--- config.mk ---
export PLATFORM = sky130hd
export DESIGN_NAME = page_guard
export DESIGN_NICKNAME = d
export VERILOG_FILES = /design/src/rtl/pg_pkg.sv /design/src/rtl/pg_size_decode.sv /design/src/rtl/pg_rights.sv /design/src/rtl/pg_hold_stage.sv /design/src/rtl/page_guard.sv
export SDC_FILE = /design/constraint.sdc
export NUM_CORES = 1
export LEC_CHECK = 0
export CAP_MARGIN = 10
export CORE_ASPECT_RATIO = 0.9
export CORE_MARGIN = 4
export CORE_UTILIZATION = 38
export DETAILED_ROUTE_END_ITERATION = 8
export PLACE_DENSITY = 0.8
export SLEW_MARGIN = 40
export SYNTH_ARGS = -nofsm -noshare
export SYNTH_HDL_FRONTEND = slang
export SYNTH_SLANG_ARGS = --single-unit
--- constraint.sdc ---
create_clock -name clk -period 2.15 [get_ports clk]
set_input_delay 0.43 -clock clk [delete_from_list [all_inputs] [get_ports clk]]
set_output_delay 0.43 -clock clk [all_outputs]
set_load 0.02 [all_outputs]
--- src/rtl/pg_pkg.sv ---
package pg_pkg;

    typedef enum logic [1:0] {
        ACC_FETCH = 2'd0,
        ACC_LOAD  = 2'd1,
        ACC_STORE = 2'd2,
        ACC_ZERO  = 2'd3
    } acc_kind_t;

    typedef enum logic {
        ST_IDLE = 1'b0,
        ST_HELD = 1'b1
    } hold_state_t;

    // right classes, index into per-mode triples of the rights field
    localparam int RIGHT_READ  = 0;
    localparam int RIGHT_WRITE = 1;
    localparam int RIGHT_EXEC  = 2;
    localparam int RIGHT_N     = 3;

endpackage

--- src/rtl/pg_size_decode.sv ---
module pg_size_decode #(
    parameter int ADDR_W = 32,
    parameter int SIZE_W = 4,
    parameter int OFFW_W = $clog2(ADDR_W + 1)
) (
    input  logic [SIZE_W-1:0] size_code,
    output logic              legal,
    output logic [OFFW_W-1:0] off_w,
    output logic [ADDR_W-1:0] off_mask
);
    always_comb begin
        legal = 1'b1;
        off_w = '0;
        unique case (size_code)
            4'd0:    off_w = OFFW_W'(10);
            4'd1:    off_w = OFFW_W'(12);
            4'd2:    off_w = OFFW_W'(14);
            4'd3:    off_w = OFFW_W'(16);
            4'd4:    off_w = OFFW_W'(18);
            4'd5:    off_w = OFFW_W'(20);
            4'd7:    off_w = OFFW_W'(24);
            4'd9:    off_w = OFFW_W'(28);
            default: legal = 1'b0;
        endcase
    end

    // offset mask: one bit per address position below the offset width
    for (genvar i = 0; i < ADDR_W; i++) begin : g_mask
        assign off_mask[i] = (OFFW_W'(i) < off_w);
    end
endmodule

--- src/rtl/pg_rights.sv ---
module pg_rights
    import pg_pkg::*;
(
    input  logic [1:0] acc,
    input  logic       user,
    input  logic [5:0] perm,
    output logic       allow,
    output logic       is_fetch
);
    logic [RIGHT_N-1:0] eff;

    // per-class choice between user copy (upper triple) and supervisor copy
    for (genvar k = 0; k < RIGHT_N; k++) begin : g_sel
        assign eff[k] = user ? perm[RIGHT_N + k] : perm[k];
    end

    always_comb begin
        allow    = 1'b0;
        is_fetch = 1'b0;
        unique case (acc_kind_t'(acc))
            ACC_FETCH: begin
                allow    = eff[RIGHT_EXEC];
                is_fetch = 1'b1;
            end
            ACC_LOAD:  allow = eff[RIGHT_READ];
            ACC_STORE: allow = eff[RIGHT_WRITE];
            ACC_ZERO:  allow = eff[RIGHT_WRITE];
            default:   allow = 1'b0;
        endcase
    end
endmodule

--- src/rtl/pg_hold_stage.sv ---
module pg_hold_stage
    import pg_pkg::*;
#(
    parameter int W = 36
) (
    input  logic         clk,
    input  logic         rst_n,
    input  logic         in_valid,
    output logic         in_ready,
    input  logic [W-1:0] in_data,
    output logic         out_valid,
    input  logic         out_ready,
    output logic [W-1:0] out_data
);
    hold_state_t state_q, state_d;
    logic        take;

    // state register
    always_ff @(posedge clk or negedge rst_n) begin
        if (!rst_n) state_q <= ST_IDLE;
        else        state_q <= state_d;
    end

    // next state and handshake outputs
    always_comb begin
        in_ready  = 1'b0;
        out_valid = 1'b0;
        state_d   = state_q;
        unique case (state_q)
            ST_IDLE: begin
                in_ready = 1'b1;
                if (in_valid) state_d = ST_HELD;
            end
            ST_HELD: begin
                out_valid = 1'b1;
                in_ready  = out_ready;
                if (out_ready && !in_valid) state_d = ST_IDLE;
            end
            default: state_d = ST_IDLE;
        endcase
    end

    assign take = in_valid && in_ready;

    always_ff @(posedge clk or negedge rst_n) begin
        if (!rst_n)    out_data <= '0;
        else if (take) out_data <= in_data;
    end
endmodule

--- src/rtl/page_guard.sv ---
module page_guard #(
    parameter int ADDR_W = 32,
    parameter int RPN_W  = 22,
    parameter int SIZE_W = 4,
    parameter int PERM_W = 6
) (
    input  logic              clk,
    input  logic              rst_n,
    input  logic              in_valid,
    output logic              in_ready,
    input  logic [ADDR_W-1:0] in_ea,
    input  logic [1:0]        in_acc,
    input  logic              in_user,
    input  logic [SIZE_W-1:0] in_size,
    input  logic [RPN_W-1:0]  in_rpn,
    input  logic [PERM_W-1:0] in_perm,
    output logic              out_valid,
    input  logic              out_ready,
    output logic [ADDR_W-1:0] out_ra,
    output logic              out_grant,
    output logic              out_xviol,
    output logic              out_dviol,
    output logic              out_bad
);
    localparam int BASE_W = ADDR_W - RPN_W;
    localparam int OFFW_W = $clog2(ADDR_W + 1);
    localparam int RES_W  = ADDR_W + 4;

    logic              size_ok, allow, is_fetch, misaligned, bad, grant;
    logic [OFFW_W-1:0] off_w;
    logic [ADDR_W-1:0] off_mask, page_base, ra;
    logic [RES_W-1:0]  res_d, res_q;

    pg_size_decode #(.ADDR_W(ADDR_W), .SIZE_W(SIZE_W), .OFFW_W(OFFW_W)) u_size (
        .size_code (in_size),
        .legal     (size_ok),
        .off_w     (off_w),
        .off_mask  (off_mask)
    );

    pg_rights u_rights (
        .acc      (in_acc),
        .user     (in_user),
        .perm     (in_perm),
        .allow    (allow),
        .is_fetch (is_fetch)
    );

    assign page_base  = {in_rpn, {BASE_W{1'b0}}};
    assign misaligned = |(page_base & off_mask);
    assign bad        = !size_ok || misaligned;
    assign grant      = !bad && allow;
    assign ra         = grant ? ((page_base & ~off_mask) | (in_ea & off_mask)) : '0;

    assign res_d = {ra, grant,
                    !bad && !allow && is_fetch,
                    !bad && !allow && !is_fetch,
                    bad};

    pg_hold_stage #(.W(RES_W)) u_hold (
        .clk       (clk),
        .rst_n     (rst_n),
        .in_valid  (in_valid),
        .in_ready  (in_ready),
        .in_data   (res_d),
        .out_valid (out_valid),
        .out_ready (out_ready),
        .out_data  (res_q)
    );

    assign {out_ra, out_grant, out_xviol, out_dviol, out_bad} = res_q;
endmodule

; ---- Yosys cells after proc, flatten, opt, wreduce, memory -nomap -nowiden
; Cells that the tools add are included.
[totals]
register_bits = 37
input_bits = 71
output_inout_bits = 38
[classes]
n_lt_le_gt_ge = 32
n_eq_ne = 10
muxes = 13
bitwise_logic = 6
reduce_logical = 17
[op_table]
columns = operator, count
row1 = 32-bit AND, 3
row2 = "5-bit < comparator, first input constant", 16
row3 = "4-bit by 5-bit < comparator with 1-bit output, first input constant", 8
row4 = 5-bit one-hot mux with 8 select lines, 1
row5 = 32-bit 2-to-1 mux, 1
row6 = 32-bit NOT, 1
row7 = 32-bit bitwise OR, 1
row8 = 32-bit OR reduction, 1
row9 = "3-bit by 5-bit < comparator with 1-bit output, first input constant", 4
row10 = "4-bit by 3-bit equality test with 1-bit output, second input constant", 3
row11 = "1-bit by 5-bit < comparator with 1-bit output, first input constant", 2
row12 = "2-bit by 5-bit < comparator with 1-bit output, first input constant", 2
row13 = "4-bit by 2-bit equality test with 1-bit output, second input constant", 2
row14 = 1-bit 2-to-1 mux, 8
row15 = 8-bit OR reduction, 1
row16 = 1-bit logical AND, 6
row17 = 1-bit logical NOT, 5
row18 = "2-bit equality test, second input constant", 2
row19 = "4-bit by 1-bit equality test with 1-bit output, second input constant", 1
row20 = "4-bit equality test, second input constant", 1
row21 = 4-bit logical NOT, 1
row22 = 1-bit one-hot mux with 2 select lines, 2
row23 = 1-bit one-hot mux with 3 select lines, 1
row24 = "2-bit by 1-bit equality test with 1-bit output, second input constant", 1
row25 = other kinds (4), 4

; ---- Depth between registers and ports, before layout
[logic_depth]
ltp_word = 9
mapped_depth = 9
mapped_depth_nobuf = 5

; ---- Cells and area by module
; A second synthesis with hierarchy kept.
[hier_totals]
cells_unflattened = 263
area_unflattened_um2 = 2962.8
[modules_own_cells]
columns = mod, n_inst, cells_each, area_per_inst_um2, seq_area_each_um2
row1 = pg_hold_stage, 1, 79, 1508.9, 925.9
row2 = page_guard, 1, 120, 993.5, 0.0
row3 = pg_size_decode, 1, 58, 402.9, 0.0
row4 = pg_rights, 1, 6, 57.6, 0.0

; ---- Least setup slack after synthesis
; No wires, ideal clock.
[synth_timing]
path_kind = input -> register
from = input port in_size[2]
to = register u_hold.out_data[11]
setup_ns = 0.121
arrival_ns = 1.802
setup_slack_ns = 0.227
cell_stages = 9
path_buffers = 4
cell_sequence = buf_6 -> nand4bb_4 -> buf_6 -> o211ai_1 -> a32oi_2 -> and4_1 -> buf_6 -> buf_8 -> a22o_1
[synth_between]
elab_chain_len = 9
word_cells_on_any_way = 54
classes_between = order compare (32) / eq/ne (7) / mux (3) / bitwise (5) / reduce/logical (7)
[synth_rtl]
columns = item, line
row1 = "start, declared", page_guard.sv:14  ; input logic [SIZE_W-1:0] in_size,
row2 = 4-bit equality test (tied with other cells), pg_size_decode.sv:14  ; unique case (size_code)
row3 = 5-bit one-hot mux with 8 select lines, pg_size_decode.sv:14
row4 = 1-bit by 5-bit < comparator with 1-bit output (tied with other cells), pg_size_decode.sv:29  ; assign off_mask[i] = (OFFW_W'(i) < off_w);
row5 = 32-bit AND, page_guard.sv:50  ; assign misaligned = |(page_base & off_mask);
row6 = 32-bit OR reduction, page_guard.sv:50
row7 = 1-bit logical OR, page_guard.sv:51  ; assign bad = !size_ok || misaligned;
row8 = 1-bit logical NOT, page_guard.sv:52  ; assign grant = !bad && allow;
row9 = 1-bit logical AND, page_guard.sv:52
row10 = 32-bit 2-to-1 mux *, page_guard.sv:53  ; assign ra = grant ? ((page_base & ~off_mask) | (in_ea & off_mask)) : '0;
row11 = "end signal, assigned", pg_hold_stage.sv:47  ; else if (take) out_data <= in_data;
row12 = "end, declared", pg_hold_stage.sv:13  ; output logic [W-1:0] out_data
; Mark *: on every way between the ends. The rest lies on a longest branch, timed or not.
; A chain may end at the register's enable or synchronous reset.

; ---- Worst setup path in the final report
[layout_timing]
from = input port out_ready
to = output port in_ready
[layout_between]
elab_chain_len = 1
[layout_rtl]
columns = item, line
row1 = "start, declared", page_guard.sv:18  ; input logic out_ready,
row2 = 1-bit one-hot mux with 2 select lines, pg_hold_stage.sv:29  ; unique case (state_q)
row3 = "end, declared", page_guard.sv:10  ; output logic in_ready,
; No other way between the ends.

==> impl_metrics.json <==
{
  "syn_area_mm2": 0.001901,
  "gr-total-overflow": 0,
  "post-route-util_pct": 67.91,
  "die_area_mm2": 0.006198,
  "viasPerCell": 4.853,
  "critPathCaptureType": "primary output",
  "clk_latency_ns": 0.29,
  "cp.arrival_ns": 1.66,
  "preCtsSetupSlack_ns": -0.3741,
  "skew_ns": 0.006580,
  "grt_max_degree": 38,
  "finalInstanceArea_mm2": 0.003283,
  "worst-slew-pin-transition_ns": 0.4775,
  "synth_warnings": 0,
  "path_clk_slew_ns": 0.08,
  "start_kind": "input pin",
  "cp_top_family": "buffers and inverters",
  "place_inst": 353,
  "ios": 109,
  "cts.sinks": 37,
  "hp-class": "input pin to asynchronous set/reset pin",
  "yosysTopAreaCellShare_pct": 48.72,
  "cellLeakagePower_nw": 1.488,
  "die-width_um": 82.55,
  "h-tree-depth": 2,
  "period_share_pct": 97.23,
  "yosysSeqAreaShare_pct": 48.72,
  "worst_slack_ns": 0.05960,
  "worstPathCellList": "clkdlybuf4s50_1 -> nand2b_1 -> clkdlybuf4s50_1",
  "crit_buf_inv": 2,
  "dp_hpwl_um": 4175,
  "core_area_mm2": 0.004835,
  "drc": 0,
  "drv_cap": 0,
  "area_growth_pct": 72.75,
  "crit_top_cell": "clkdlybuf4s50_1",
  "cp.depth": 3,
  "clockRootBuffer": "clkbuf_8",
  "place_congestion": 0.7404,
  "postCtsSetupBuffers": 0,
  "cp_slowest_stage_delay_ns": 0.62,
  "drtIter0Drc": 38,
  "start_util_pct": 39.31,
  "finalSetupViolCount": 0,
  "stdcell_count": 361,
  "drt-pass1-iter-count": 4,
  "rsz0062_at_grt": "yes",
  "io_buffer_count": 104,
  "fin_total_pwr_mw": 1.809,
  "drive_above_1_share_pct": 17.23,
  "wl_per_cell_um": 14.79,
  "worstSetupPathType": "input pin to primary output",
  "yosysTopAreaCell": "dfrtp_1",
  "first_global_vias": 1756,
  "grt_pass1_wl_um": 8211,
  "cts_buffers": 5,
  "ir_drop_uv": 378.9,
  "status": "completed",
  "n_antenna_cell": 0,
  "avgSynthCellArea_um2": 11.05,
  "hold_viol_final": 0,
  "synthCells": 172,
  "chipHeight_um": 75.09,
  "cts_tree": "built",
  "worstPathRequired_ns": 1.72,
  "holdBufCountCts": 0,
  "antenna_left": 0,
  "power_density_mw_per_mm2": 550.9,
  "synth_cell_types": 35,
  "synth-seq-cells": 37,
  "antenna_found_initial": 0,
  "placed_cell_area_mm2": 0.003122,
  "rows": 24,
  "track_usage_pct": 17.70,
  "synth_fp_nets": 243,
  "slowest_stage": "clkdlybuf4s50_1",
  "vias": 1752,
  "final_nets": 366,
  "fmax_mhz": 478.4,
  "clockBufferDepth": 2,
  "synthTopCellsByArea": "dfrtp_1, mux2i_1, nand2_1, a22o_1, o21ai_2",
  "slew_headroom_pct": 68.17,
  "finalMaxSlewViolations": 0,
  "critPathMaxFanout": 4,
  "routed_wl_um": 5339,
  "fin_crit_ns": 2.090,
  "worstRegToRegCells": 6
}
[per-stage QoR]
stage,hold slack (ns),setup TNS [ns]
after floorplan,0.1344,0
after global placement,0.4596,-8.969
after detailed placement,0.4631,-11.10
after CTS,0.2768,0
after global routing,0.1336,-0.02349
final,0.1017,0
[layout by cell type, fill, tap and decap left out, types with 3 or more instances in the layout]
cell type        synthesis  final
buf_4                    1     20
dfrtp_1                 37     37
nor2b_1                  3      3
a22o_2                   4      4
inv_1                    3      3
clkbuf_8                 0      5
nor2_1                   8      8
o21ai_0                 14     10
o21ai_1                  1      5
clkdlybuf4s50_1          0     99
nand2_1                 27     27
dlymetal6s2s_1           0      4
a21oi_1                  5      5
a22o_1                  11     11
o21ai_2                  9      9
mux2i_1                 19     19
[registers in the layout (all words and copies together), names as in the netlist]
name,flops
u_hold.state_q,1
u_hold.out_data,36
[worst paths after layout]
kind                                      from                  end  slack [ns]
min                                      rst_n  u_hold.out_data[20]        0.10
max in group asynchronous                rst_n  u_hold.out_data[19]        1.71
max reg2reg                     u_hold.state_q   u_hold.out_data[5]        0.56
min reg2reg                u_hold.out_data[19]  u_hold.out_data[19]        0.48
min in group clk           u_hold.out_data[19]  u_hold.out_data[19]        0.48
max                                  out_ready             in_ready        0.06
[repair_timing]
action	4_1_cts	5_1_grt
gates resized for setup	2	8
pin swaps	0	4
endpoints found under the setup margin	32	32
[routing by layer]
metal | global-route usage (%) | wire [um] | vias to the layer above
met3 | 6.818 | 524 | 6
met2 | 28.91 | 2611 | 71
met1 | 21.87 | 2137 | 808
met5 | 0 | 0 | -
met4 | 5.082 | 66 | 0
li1 | - | - | 867
[report_power, final]
group	leakage (nW)	total (mW)	internal (mW)	switching [mW]
combinational	0.912	0.374	0.215	0.158
sequential	0.507	0.723	0.714	0.00939
clock	0.0681	0.712	0.461	0.251
[synth_stat cells (all sizes together)]
library cell,n
nor2,8
a32oi,1
buf,6
nor4,2
a211oi,2
nand4bb,1
a22o,15
nand2,27
nand2b,3
xnor2,1
and4,1
mux2i,19
nand3b,1
a21oi,5
inv,3
o211ai,2
nand3,1
nor2b,3
a32o,1
nand4,1
clkbuf,3
o21ai,24
mux4,1
dfrtp,37
o21a,2
and2,1
nand4b,1
[area by class of cell]
type / instances / area (um2)
flip-flops and latches: 37 / 925.9
well taps: 65 / 81.33
fillers: 410 / 1551
inverters: 3 / 11.26
clock buffers: 5 / 68.82
multi-input cells: 123 / 899.6
repair buffers: 125 / 1231
clock inverters: 3 / 65.06
[logic make-up (layout without fill, tap and decap cells)]
| group | after synthesis | in the layout | synth area share (%) |
|---|---|---|---|
| multiplexers | 20 | 20 | 11.19 |
| AO/OA/AOI/OAI | 52 | 52 | 20.61 |
| buffers and inverters | 12 | 136 | 4.740 |
| XOR/XNOR | 1 | 1 | 0.4609 |
| flip-flops | 37 | 37 | 48.72 |
| AND/OR/NAND/NOR | 50 | 50 | 14.29 |
No activity file was read; power rests on OpenSTA's default activity.
